[config.mk]
export PLATFORM = sky130hd
export DESIGN_NAME = transient_injector
export DESIGN_NICKNAME = d
export VERILOG_FILES = /design/src/rtl/tpi_pkg.sv /design/src/rtl/tpi_lfsr.sv /design/src/rtl/tpi_pulse_former.sv /design/src/rtl/tpi_node_mux.sv /design/src/rtl/transient_injector.sv
export SDC_FILE = /design/constraint.sdc
export NUM_CORES = 1
export LEC_CHECK = 0
export BUFFER_PORTS_ARGS = -buffer_cell sky130_fd_sc_hd__buf_4
export CAP_MARGIN = 0
export CELL_PAD_IN_SITES_DETAIL_PLACEMENT = 0
export CELL_PAD_IN_SITES_GLOBAL_PLACEMENT = 1
export CORE_AREA = 2 2 84 86
export DETAILED_ROUTE_END_ITERATION = 16
export DIE_AREA = 0 0 86 88
export GPL_TIMING_DRIVEN = 0
export PLACE_DENSITY = 0.87
export SYNTH_ARGS = -nofsm -noshare
export SYNTH_HDL_FRONTEND = slang
export SYNTH_SLANG_ARGS = --single-unit
[constraint.sdc]
create_clock -name clk -period 3.67 [get_ports clk]
set_input_delay 0.734 -clock clk [delete_from_list [all_inputs] [get_ports clk]]
set_output_delay 0.734 -clock clk [all_outputs]
set_load 0.01 [all_outputs]
[src/rtl/tpi_pkg.sv]
package tpi_pkg;

  typedef enum logic [1:0] {
    INJ_PASS  = 2'b00,
    INJ_LOW   = 2'b01,
    INJ_HIGH  = 2'b10,
    INJ_PASS2 = 2'b11
  } inj_mode_e;

  // Right-shifting Galois feedback masks giving maximal period, widths 4..16.
  function automatic logic [31:0] galois_mask(input int unsigned w);
    case (w)
      4:       return 32'h0000_000C;
      5:       return 32'h0000_0014;
      6:       return 32'h0000_0030;
      7:       return 32'h0000_0060;
      8:       return 32'h0000_00B8;
      9:       return 32'h0000_0110;
      10:      return 32'h0000_0240;
      11:      return 32'h0000_0500;
      12:      return 32'h0000_0E08;
      13:      return 32'h0000_1C80;
      14:      return 32'h0000_3802;
      15:      return 32'h0000_6000;
      default: return 32'h0000_B400;
    endcase
  endfunction

endpackage

[src/rtl/tpi_lfsr.sv]
module tpi_lfsr #(
  parameter int unsigned W            = 16,
  parameter int unsigned DEFAULT_SEED = 1
) (
  input  logic         clk,
  input  logic         rst_n,
  input  logic         load,
  input  logic [W-1:0] seed,
  input  logic         step,
  output logic [W-1:0] state
);
  localparam logic [W-1:0] MASK = W'(tpi_pkg::galois_mask(W));
  localparam logic [W-1:0] SAFE = (W'(DEFAULT_SEED) == '0) ? W'(1) : W'(DEFAULT_SEED);

  logic [W-1:0] shifted;

  always_comb begin
    shifted = state >> 1;
    if (state[0]) shifted = shifted ^ MASK;
  end

  always_ff @(posedge clk) begin
    if (!rst_n) begin
      state <= SAFE;
    end else if (load) begin
      state <= (seed == '0) ? SAFE : seed;
    end else if (step) begin
      state <= shifted;
    end
  end
endmodule

[src/rtl/tpi_pulse_former.sv]
module tpi_pulse_former #(
  parameter int unsigned WW       = 3,
  parameter int unsigned OW       = 3,
  parameter int unsigned BASE_OFS = 4,
  parameter int unsigned IDX_W    = 4
) (
  input  logic             clk,
  input  logic             rst_n,
  input  logic             start,
  input  logic [WW-1:0]    field_w,
  input  logic [OW-1:0]    field_o,
  input  logic [IDX_W-1:0] tgt_in,
  input  logic             low_in,
  output logic             busy,
  output logic             pulse,
  output logic [IDX_W-1:0] tgt_q,
  output logic             low_q
);
  localparam int unsigned MAXW = (1 << WW) - 1;
  localparam int unsigned OMAX = BASE_OFS + (1 << OW) - 1;
  localparam int unsigned DCW  = $clog2(OMAX + 1);

  logic           armed;
  logic [DCW-1:0] dcnt;
  logic [WW-1:0]  wq;
  logic           latch_q;
  logic [MAXW:1]  dline;
  logic           late_q;
  logic [WW-1:0]  w_eff;

  assign w_eff = (field_w == '0) ? WW'(1) : field_w;

  // Tap of the delay line selected by the captured width.
  always_comb begin
    late_q = 1'b0;
    for (int k = 1; k <= int'(MAXW); k++) begin
      if (wq == WW'(k)) late_q = dline[k];
    end
  end

  // Offset countdown, then set the latch.
  always_ff @(posedge clk) begin
    if (!rst_n) begin
      armed <= 1'b0;
      dcnt  <= '0;
      wq    <= WW'(1);
      tgt_q <= '0;
      low_q <= 1'b0;
    end else if (start) begin
      armed <= 1'b1;
      dcnt  <= DCW'(BASE_OFS) + DCW'(field_o);
      wq    <= w_eff;
      tgt_q <= tgt_in;
      low_q <= low_in;
    end else if (armed) begin
      if (dcnt == DCW'(1)) armed <= 1'b0;
      else                 dcnt  <= dcnt - DCW'(1);
    end
  end

  // Set/reset latch and its delayed copy.
  always_ff @(posedge clk) begin
    if (!rst_n) begin
      latch_q <= 1'b0;
      dline   <= '0;
    end else if (latch_q && late_q) begin
      latch_q <= 1'b0;
      dline   <= '0;
    end else begin
      if (armed && dcnt == DCW'(1)) latch_q <= 1'b1;
      dline <= {dline[MAXW-1:1], latch_q};
    end
  end

  assign pulse = latch_q ^ late_q;
  assign busy  = armed | latch_q | (|dline);
endmodule

[src/rtl/tpi_node_mux.sv]
module tpi_node_mux #(
  parameter int unsigned NODES = 16,
  parameter int unsigned IDX_W = 4
) (
  input  logic [NODES-1:0] node_in,
  input  logic             pulse,
  input  logic [IDX_W-1:0] tgt,
  input  logic             low,
  output logic [NODES-1:0] node_out
);
  for (genvar g = 0; g < NODES; g++) begin : g_node
    logic hit;
    assign hit         = pulse && (tgt == IDX_W'(g));
    assign node_out[g] = hit ? ~low : node_in[g];
  end
endmodule

[src/rtl/transient_injector.sv]
module transient_injector #(
  parameter int unsigned NODES        = 16,
  parameter int unsigned LFSR_W       = 16,
  parameter int unsigned WIDTH_BITS   = 3,
  parameter int unsigned OFS_BITS     = 3,
  parameter int unsigned BASE_OFS     = 4,
  parameter int unsigned CNT_W        = 8,
  parameter int unsigned DEFAULT_SEED = 1,
  parameter int unsigned IDX_W        = (NODES > 1) ? $clog2(NODES) : 1
) (
  input  logic              clk,
  input  logic              rst_n,
  input  logic [NODES-1:0]  node_in,
  output logic [NODES-1:0]  node_out,
  input  logic              inj_en,
  input  logic [1:0]        inj_mode,
  input  logic [IDX_W-1:0]  target_idx,
  input  logic              trig,
  input  logic              seed_load,
  input  logic [LFSR_W-1:0] seed,
  output logic              busy,
  output logic [CNT_W-1:0]  drop_count
);
  import tpi_pkg::*;

  logic                  forcing;
  logic                  accept;
  logic                  drop_hit;
  logic [LFSR_W-1:0]     lfsr_q;
  logic                  pulse_w;
  logic [IDX_W-1:0]      tgt_q;
  logic                  low_q;

  assign forcing  = (inj_mode == INJ_LOW) || (inj_mode == INJ_HIGH);
  assign accept   = trig && inj_en && !busy && forcing;
  assign drop_hit = trig && inj_en && busy;

  tpi_lfsr #(
    .W            (LFSR_W),
    .DEFAULT_SEED (DEFAULT_SEED)
  ) u_lfsr (
    .clk   (clk),
    .rst_n (rst_n),
    .load  (seed_load),
    .seed  (seed),
    .step  (accept),
    .state (lfsr_q)
  );

  tpi_pulse_former #(
    .WW       (WIDTH_BITS),
    .OW       (OFS_BITS),
    .BASE_OFS (BASE_OFS),
    .IDX_W    (IDX_W)
  ) u_former (
    .clk     (clk),
    .rst_n   (rst_n),
    .start   (accept),
    .field_w (lfsr_q[WIDTH_BITS-1:0]),
    .field_o (lfsr_q[WIDTH_BITS+OFS_BITS-1:WIDTH_BITS]),
    .tgt_in  (target_idx),
    .low_in  (inj_mode == INJ_LOW),
    .busy    (busy),
    .pulse   (pulse_w),
    .tgt_q   (tgt_q),
    .low_q   (low_q)
  );

  tpi_node_mux #(
    .NODES (NODES),
    .IDX_W (IDX_W)
  ) u_mux (
    .node_in  (node_in),
    .pulse    (pulse_w),
    .tgt      (tgt_q),
    .low      (low_q),
    .node_out (node_out)
  );

  always_ff @(posedge clk) begin
    if (!rst_n) begin
      drop_count <= '0;
    end else if (drop_hit && (drop_count != '1)) begin
      drop_count <= drop_count + CNT_W'(1);
    end
  end
endmodule

==> summary.txt, run 1 <==
Timing
  • Slew at the pin closest to its max-slew limit: 0.546 ns
  • Hold WS: 0.480 ns
  • Worst-case headroom to the max-slew limit: 63.6%
  • Achievable frequency: 0.284 GHz
  • Max Transition Viols Final: 0
  • Worst setup slack after layout: 0.145 ns
  • Tmin final: 3.53 ns
  • TNS Setup: 0 ns
  • # setup viols final: 0
  • Unrepaired setup endpoints after global routing: no
  • Number of hold violations in the final report: 0
  • Setup Skew: 0.0131 ns
  • Final cycle utilization of the critical path: 96.1%

Drt
  • Number of vias after detailed routing: 2,396
  • DRC Markers: 0
  • Routed wirelength normalized by instance count: 14.0 um
  • Aggregate routed wire length: 6240 um
  • Routed vias/inst: 5.36
  • Detailed-routing iteration count for the pre-antenna-repair pass: 4
  • Number of nets with antenna violations after detailed routing: 0
  • First DRT Iteration DRCs: 132

Floorplanning
  • Chip Height: 88 um
  • Core outline area: 0.00664 mm^2
  • Number of core rows: 30
  • Initial Utilization: 35.6%
  • Horizontal die dimension: 86 um
  • Overall die area: 0.00757 mm^2
  • Number of ports placed on the die boundary: 68

Synthesis
  • Mapped Cells: 293
  • Number of synthesized register bits: 45
  • Top_reg_cell synth: dfxtp_1
  • Count of cell types in the netlist: 45
  • Average footprint of a synthesized cell: 8.08 um^2
  • Share of synthesized area occupied by flip-flops and latches: 38.0%
  • Net Count, Synth: 341
  • Synthesized area: 0.00237 mm^2
  • Yosys warning total: 0
  • Async set or reset register ratio after synthesis: 0%
  • EDFF count, synth: 0

Clocking
  • Clock insertion delay at the later pin of the skew report: 0.30 ns
  • Post-cts gate resize count: 0
  • Total setup buffers inserted after CTS: 0
  • Hold-fix buffer count after cts: 0
  • # H-tree levels: 2
  • Maximum clock insertion buffer count: 2
  • Num CTS Buffers: 5
  • Root cell of the clock tree: clkbuf_8
  • CTS tree: built
  • Clock-pin slew on the worst setup and hold paths: 0.09 ns
  • Clock sink count: 45

Hold path
  • Type of the tightest min-delay check: flop to flop
  • Number of instances on the worst hold path: 2

Critical path
  • Kind of start point of the critical path: flop
  • WP data required: 2.94 ns
  • Startpoint-to-endpoint class of the critical path: flop to primary output
  • WP data arrival: 2.79 ns
  • Slack of the worst reg-to-reg path: 1.91 ns
  • Worst Reg2Reg Path Length in Cells: 6
  • Biggest fanout along the worst timing path: 8
  • Critical Path End Type: primary output

Layout
  • Total number of nets in the final design: 414
  • Most common cell after layout, fill and taps aside: buf_4
  • Area of the multi-input gates: 0.00133 mm^2
  • Signed area change from the synthesized netlist to the final layout: 29.2%
  • Antenna diode instance count: 0
  • Leading cell types in the layout, fill and taps excluded: buf_4, nand2_1, dfxtp_1
  • Non-Filler Instances: 447
  • Layout fillers: 677
  • Layout cells sized above 1: 24.3%
  • Area taken by flip-flops and latches: 902 um^2

Global routing
  • Global-route usage over all layers: 16.6%
  • Number of antenna violations at the first check in global routing: 0
  • Met2 track demand over resource: 28.7%
  • Met1 Resource Use GR: 20.9%
  • Total global routing overflow: 0
  • Gr busiest metal: met2
  • Global-route wire length before repair: 10,200 um
  • Via count of the first global-routing pass: 2,223
  • Met3 usage in global routing: 3.20%
  • Maximum number of pins on one net before global-route repair: 17

Power
  • Switching power: 0.290 mW
  • Part of the total power dissipated in sequential elements: 51.6%
  • Worst supply voltage drop on vdd: 0.214 mV
  • Switching power as a share of total power: 28.3%
  • Clock network power share: 30.9%
  • Leak pwr: 1.17 nW
  • Pwr per Cell Area: 335 mW/mm^2
  • Int Power: 0.736 mW
  • Total power draw: 1.03 mW
  • Power share of the combinational group: 17.5%

Placement
  • Placed instance count: 439
  • Worst-case setup slack after placement: 0.435 ns
  • PortBufs: 66
  • Half-perimeter wire length after detailed placement: 4790 um
  • Final weighted congestion in routability-driven placement: 0.867

Run
  • Maxcap violations: 0

Run status
  • Outcome: finished clean
-- area by class of cell --
cell class                 count  area share (%)
timing repair buffer          66            16.2
multi-input combinational    218            43.6
sequential                    45            29.5
tap                           80            3.27
clock buffer                   5            2.25
buffer                        22            3.39
inverter                       8           0.982
clock inverter                 3           0.818
-- kinds of logic after synthesis --
kind of cell | after synthesis | share of synthesized area (%)
xor gates and xnor gates | 4 | 1.48
AOI/OAI and AO/OA | 96 | 25.4
and+or+nand+nor | 109 | 24.6
muxes | 4 | 2.27
DFF | 45 | 38.0
adders and majority gates | 5 | 2.64
buffers and inverters | 30 | 5.65
-- power by group through the flow --
| stage | Combinational [mW] | Sequential, mW | Clock, mW |
|---|---|---|---|
| finish | 0.179 | 0.530 | 0.317 |
| global placement | 0.177 | 0.540 | 0 |
| global route | 0.200 | 0.533 | 0.348 |
| floorplan | 0.102 | 0.536 | 0 |
| detailed placement | 0.180 | 0.541 | 0 |
| CTS | 0.180 | 0.530 | 0.328 |
-- critical path, stage by stage, from the launching register on --
cell and delay [ns]:
dfxtp_2 0.38, mux4_2 0.50, nand2_1 0.08, o21ai_0 0.09, ha_1 0.36, or3b_2 0.45, clkbuf_1 0.19, o21ai_1 0.19
o31ai_1 0.10, buf_4 0.16
-- final timing paths --
path / from / end
min: u_lfsr.state[7] / u_lfsr.state[7]
max: u_former.wq[1] / node_out[3]
min reg2reg: u_lfsr.state[7] / u_lfsr.state[7]
max reg2reg: u_former.wq[1] / u_former.dline[3]
-- state kept, by name (all words and copies together), names as in the netlist, 3 cells and up --
name,flops
drop_count,8
u_former.wq,3
u_former.tgt_q,4
u_lfsr.state,16
u_former.dcnt,4
u_former.dline,7
-- per-stage QoR --
stage	util (%)	cell area [um^2]
2_1_floorplan	-	2370
3_3_place_gp	44.6	2960
3_5_place_dp	44.6	2960
4_1_cts	46.0	3060
5_1_grt	46.0	3060
6_report	46.0	3060
-- synthesized netlist by cell type (2+ instances only) --
cell,instances,area [um^2]
a31oi_1,8,50.1
nor4_1,6,37.5
nor2_1,6,22.5
o21a_1,3,22.5
a211oi_1,6,45.0
o311ai_0,3,26.3
or3b_2,2,17.5
a311oi_1,2,17.5
and4_1,3,26.3
dfxtp_1,45,901
nand3_1,5,25.0
clkbuf_1,16,60.1
a21oi_1,18,90.1
ha_1,5,62.6
inv_1,8,30.0
nand2_1,45,169
nand2b_1,3,18.8
xnor2_1,4,35.0
mux2i_1,2,20.0
nor3_1,7,35.0
or4_1,3,22.5
o31ai_1,21,158
buf_2,4,20.0
and2_1,8,50.1
and3_1,2,12.5
nand3b_1,2,15.0
o21ai_0,31,155
nand4_1,8,50.1
-- metal layers --
metal | share of wire, % | routed length [um]
met3 | 7.3 | 455
met5 | 0 | 0
met4 | 1.4 | 87
met1 | 45 | 2840
met2 | 46 | 2860
Note: power is estimated with default switching activity, not from simulation.
==> run 2, diff against run 1 <==
--- a/config.mk
+++ b/config.mk
@@ -14,6 +14,7 @@
 export DIE_AREA = 0 0 86 88
 export GPL_TIMING_DRIVEN = 0
 export PLACE_DENSITY = 0.87
+export REMOVE_ABC_BUFFERS = 1
 export SYNTH_ARGS = -nofsm -noshare
 export SYNTH_HDL_FRONTEND = slang
 export SYNTH_SLANG_ARGS = --single-unit
==> summary.txt, run 2 (synthesis results as in run 1) <==
Drt
  • DRC Markers: 0
  • Number of nets with antenna violations after detailed routing: 0
  • Met3 Routed Length: 364 um
  • Met2 wire len: 2730 um
  • Post-route met1 wirelength: 2540 um
  • Detailed-routing iteration count for the pre-antenna-repair pass: 4
  • Routed vias/inst: 5.40
  • First DRT Iteration DRCs: 75
  • Number of vias after detailed routing: 2,307
  • Routed wirelength normalized by instance count: 13.3 um
  • Aggregate routed wire length: 5660 um
  • Highest Signal Layer: met4

Timing
  • Setup Skew: 0.00870 ns
  • Number of hold violations in the final report: 0
  • Unrepaired setup endpoints after global routing: no
  • Tmin final: 3.43 ns
  • Worst-case headroom to the max-slew limit: 36.6%
  • TNS Setup: 0 ns
  • Worst setup slack after layout: 0.240 ns
  • # setup viols final: 0
  • Final cycle utilization of the critical path: 93.4%
  • Max Transition Viols Final: 0
  • Slew at the pin closest to its max-slew limit: 0.951 ns
  • Achievable frequency: 0.292 GHz
  • Hold WS: 0.474 ns

Global routing
  • Maximum number of pins on one net before global-route repair: 32
  • Global-route wire length before repair: 9600 um
  • Via count of the first global-routing pass: 2,193
  • Total global routing overflow: 0
  • Global-route usage over all layers: 15.3%
  • Number of antenna violations at the first check in global routing: 0

Critical path
  • Kind of start point of the critical path: flop
  • Startpoint-to-endpoint class of the critical path: flop to primary output
  • WP data arrival: 2.70 ns
  • Critical Path End Type: primary output
  • Biggest fanout along the worst timing path: 8
  • Slack of the worst reg-to-reg path: 1.62 ns
  • WP data required: 2.94 ns

Clocking
  • Total setup buffers inserted after CTS: 0
  • Clock sink count: 45
  • Maximum clock insertion buffer count: 2
  • Clock-pin slew on the worst setup and hold paths: 0.08 ns
  • Hold-fix buffer count after cts: 0
  • Num CTS Buffers: 5
  • # H-tree levels: 2
  • CTS tree: built
  • Root cell of the clock tree: clkbuf_8
  • Clock insertion delay at the later pin of the skew report: 0.29 ns
  • Post-cts gate resize count: 0

Placement
  • PortBufs: 67
  • Worst-case setup slack after placement: 0.416 ns
  • Half-perimeter wire length after detailed placement: 4100 um
  • Final weighted congestion in routability-driven placement: 0.781

Layout
  • Final standard cell utilization of the core: 45.3%
  • Flip-flop count of the largest register after layout: 16
  • Largest regs: u_lfsr.state: 16 flops, drop_count: 8 flops, u_former.dline: 7 flops
  • Layout cells sized above 1: 24.2%
  • Most common cell after layout, fill and taps aside: buf_4
  • Leading cell types in the layout, fill and taps excluded: buf_4, nand2_1, dfxtp_1
  • Antenna diode instance count: 0
  • Signed area change from the synthesized netlist to the final layout: 27.2%
  • Total number of nets in the final design: 394
  • Reg with most FFs: u_lfsr.state

Floorplanning
  • Number of core rows: 30
  • Core outline area: 0.00664 mm^2
  • Number of ports placed on the die boundary: 68
  • Initial Utilization: 35.6%
  • Overall die area: 0.00757 mm^2
  • Horizontal die dimension: 86 um
  • Chip Height: 88 um

Power
  • Worst supply voltage drop on vdd: 0.211 mV
  • Leak pwr: 1.15 nW
  • Total power draw: 1.08 mW
  • Pwr per Cell Area: 360 mW/mm^2

Run
  • Maxcap violations: 0

Run status
  • Outcome: finished clean

Hold path
  • Type of the tightest min-delay check: flop to flop
run 2: worst paths after layout:
kind | cells after the start | startpoint | endpoint
worst max-delay path | 8 | u_former.wq[1] | node_out[3]
worst min-delay path | 2 | u_lfsr.state[6] | u_lfsr.state[5]
worst max register to register | 4 | u_former.dline[2] | u_lfsr.state[0]
worst min register to register | 2 | u_lfsr.state[6] | u_lfsr.state[5]
run 2: stage by stage:
| stage | area [um^2] | instances |
|---|---|---|
| finish | 3010 | 427 |
| detailed placement | 2870 | 418 |
| global placement | 2870 | 418 |
| CTS | 2980 | 426 |
| global route | 3010 | 427 |
| floorplan | 2260 | 271 |
run 2: where the power goes:
part	internal, mW	leakage [nW]	switching [mW]	total, mW
combinational	0.0847	0.721	0.0851	0.170
clock	0.222	0.0585	0.159	0.381
sequential	0.511	0.368	0.0212	0.533
total	0.818	1.15	0.265	1.08
run 2: per-layer routing:
metal	track usage, %	vias up
li1	-	1191
met1	18.4	1033
met2	28.4	78
met3	2.54	5
met4	3.46	0
met5	0	-
run 2: cell type report:
type | count | area, um^2
clock buffer | 7 | 86.3
clock inverter | 1 | 30.0
fill | 665 | 3630
inverter | 8 | 30.0
multi-input combinational | 218 | 1330
sequential | 45 | 901
tap | 80 | 100
timing repair buffer | 68 | 531
run 2: worst max-delay path: stages (launching register included):
cell	delay, ns
dfxtp_1	0.40
mux4_2	0.52
nand2_1	0.07
o21ai_0	0.08
ha_1	0.34
or3b_2	0.54
o21ai_0	0.19
o31ai_1	0.09
buf_4	0.17
==> run 3, diff against run 2 <==
--- a/config.mk
+++ b/config.mk
@@ -5,13 +5,13 @@
 export SDC_FILE = /design/constraint.sdc
 export NUM_CORES = 1
 export LEC_CHECK = 0
-export BUFFER_PORTS_ARGS = -buffer_cell sky130_fd_sc_hd__buf_4
 export CAP_MARGIN = 0
 export CELL_PAD_IN_SITES_DETAIL_PLACEMENT = 0
 export CELL_PAD_IN_SITES_GLOBAL_PLACEMENT = 1
-export CORE_AREA = 2 2 84 86
+export CORE_AREA = 2 2 76 78
 export DETAILED_ROUTE_END_ITERATION = 16
-export DIE_AREA = 0 0 86 88
+export DIE_AREA = 0 0 78 80
+export DONT_BUFFER_PORTS = 1
 export GPL_TIMING_DRIVEN = 0
 export PLACE_DENSITY = 0.87
 export REMOVE_ABC_BUFFERS = 1
==> summary.txt, run 3 (synthesis results as in run 1) <==
Run status
  • Outcome: finished clean

Drt
  • Routed wirelength normalized by instance count: 14.1 um
  • First DRT Iteration DRCs: 129
  • DRC Markers: 0
  • Routed vias/inst: 5.83
  • Number of nets with antenna violations after detailed routing: 0
  • Aggregate routed wire length: 4930 um
  • Detailed-routing iteration count for the pre-antenna-repair pass: 4
  • Number of vias after detailed routing: 2,036

Floorplanning
  • Number of ports placed on the die boundary: 68
  • Horizontal die dimension: 78 um
  • Chip Height: 80 um
  • Overall die area: 0.00624 mm^2
  • Number of core rows: 27
  • Initial Utilization: 43.8%
  • Core outline area: 0.00541 mm^2

Placement
  • PortBufs: 0
  • Half-perimeter wire length after detailed placement: 3430 um
  • Final weighted congestion in routability-driven placement: 0.810
  • Worst-case setup slack after placement: 0.504 ns

Layout
  • Signed area change from the synthesized netlist to the final layout: 2.54%
  • Total number of nets in the final design: 326
  • Reg with most FFs: u_lfsr.state
  • Area of the multi-input gates: 0.00133 mm^2
  • Layout fillers: 554
  • Flip-flop count of the largest register after layout: 16
  • Area taken by flip-flops and latches: 901 um^2
  • Layout cells sized above 1: 5.42%
  • Leading cell types in the layout, fill and taps excluded: nand2_1, dfxtp_1, o21ai_0
  • Antenna diode instance count: 0
  • Final standard cell utilization of the core: 44.9%
  • Largest regs: u_lfsr.state: 16 flops, drop_count: 8 flops, u_former.dline: 7 flops

Timing
  • Number of hold violations in the final report: 0
  • Unrepaired setup endpoints after global routing: no
  • Worst-case headroom to the max-slew limit: 19.7%
  • Slew at the pin closest to its max-slew limit: 1.20 ns
  • # setup viols final: 0
  • TNS Setup: 0 ns
  • Worst setup slack after layout: 0.236 ns
  • Setup Skew: 0.00568 ns
  • Tmin final: 3.43 ns
  • Final cycle utilization of the critical path: 93.6%
  • Achievable frequency: 0.291 GHz
  • Max Transition Viols Final: 0

Clocking
  • Num CTS Buffers: 5
  • Clock-pin slew on the worst setup and hold paths: 0.08 ns
  • Maximum clock insertion buffer count: 2
  • Clock sink count: 45
  • CTS tree: built
  • Clock insertion delay at the later pin of the skew report: 0.29 ns
  • Root cell of the clock tree: clkbuf_8
  • Hold-fix buffer count after cts: 0
  • # H-tree levels: 2
  • Total setup buffers inserted after CTS: 0
  • Post-cts gate resize count: 0

Critical path
  • Crit path cell chain: mux4_2, nand2_1, o21ai_0, ha_1, or3b_2, o31ai_1
  • Launch instance of the worst register-to-register path: u_former.dline[2]
  • Destination of the worst register-to-register timing path: u_lfsr.state[10]
  • Slack of the worst reg-to-reg path: 1.24 ns
  • CP Launch Point: u_former.wq[1]
  • Worst Reg2Reg Path Length in Cells: 4
  • Worst path slowest cell: or3b_2
  • Critical Path End Type: primary output
  • Kind of start point of the critical path: flop
  • Startpoint-to-endpoint class of the critical path: flop to primary output
  • Biggest fanout along the worst timing path: 8
  • Slowest stage delay, CP: 0.55 ns
  • WP data arrival: 2.70 ns
  • WP data required: 2.94 ns

Hold path
  • Worst Hold End: u_lfsr.state[5]
  • Type of the tightest min-delay check: flop to flop
  • Origin of the worst min-delay path: u_lfsr.state[6]
  • Number of instances on the worst hold path: 2

Global routing
  • Total global routing overflow: 0
  • Number of antenna violations at the first check in global routing: 0
  • Via count of the first global-routing pass: 1,806
  • Global-route usage over all layers: 16.0%
  • Global-route wire length before repair: 8140 um
  • Maximum number of pins on one net before global-route repair: 32

Power
  • Worst supply voltage drop on vdd: 0.203 mV
  • Pwr per Cell Area: 378 mW/mm^2
  • Leak pwr: 0.787 nW

Run
  • Maxcap violations: 0
==> run 3: how the worst max path moves through the flow <==
stage | slack, ns | to | depth (start not counted)
3_3_place_gp | 0.54 | u_lfsr.state[15] | 6
4_1_cts | 0.21 | node_out[2] | 6
2_1_floorplan | 0.72 | node_out[0] | 6
5_1_grt | 0.09 | node_out[1] | 6
6_report | 0.24 | node_out[3] | 6
3_5_place_dp | 0.50 | u_lfsr.state[12] | 5
==> run 3: per-stage QoR <==
step,cells,hold WS [ns],instance area [um^2],power (mW)
floorplan,271,0.448,2260,0.627
global placement,343,0.462,2350,0.649
detailed placement,343,0.467,2350,0.651
CTS,349,0.478,2430,0.930
global route,349,0.497,2430,0.966
finish,349,0.477,2430,0.919
==> run 3: routing by layer <==
metal | routed length [um] | part of all wire (%) | track usage (%) | vias up
met5 | 0 | 0 | 0 | -
met2 | 2170 | 44 | 24.9 | 69
met3 | 362 | 7.4 | 4.52 | 4
met1 | 2360 | 48 | 20.8 | 912
li1 | - | - | - | 1051
met4 | 33 | 0.67 | 6.32 | 0
==> run 3: critical path, delay by kind of cell, from the launching register on <==
family / cells / cell delay, ns
and+or+nand+nor: 2 / 0.62
muxes: 1 / 0.52
AOI/OAI and AO/OA: 2 / 0.52
DFF: 1 / 0.41
adders and majority gates: 1 / 0.35
==> run 3: final cells by class <==
type / instances / share of cell area, %
inverter: 8 / 1.24
sequential: 45 / 37.1
tap: 72 / 3.71
clock buffer: 5 / 2.83
multi-input combinational: 218 / 54.9
clock inverter: 1 / 0.206
==> run 3: where the power goes <==
part           internal [mW]  switching (mW)
Sequential             0.511          0.0206
Clock                  0.125           0.154
Combinational         0.0417          0.0660
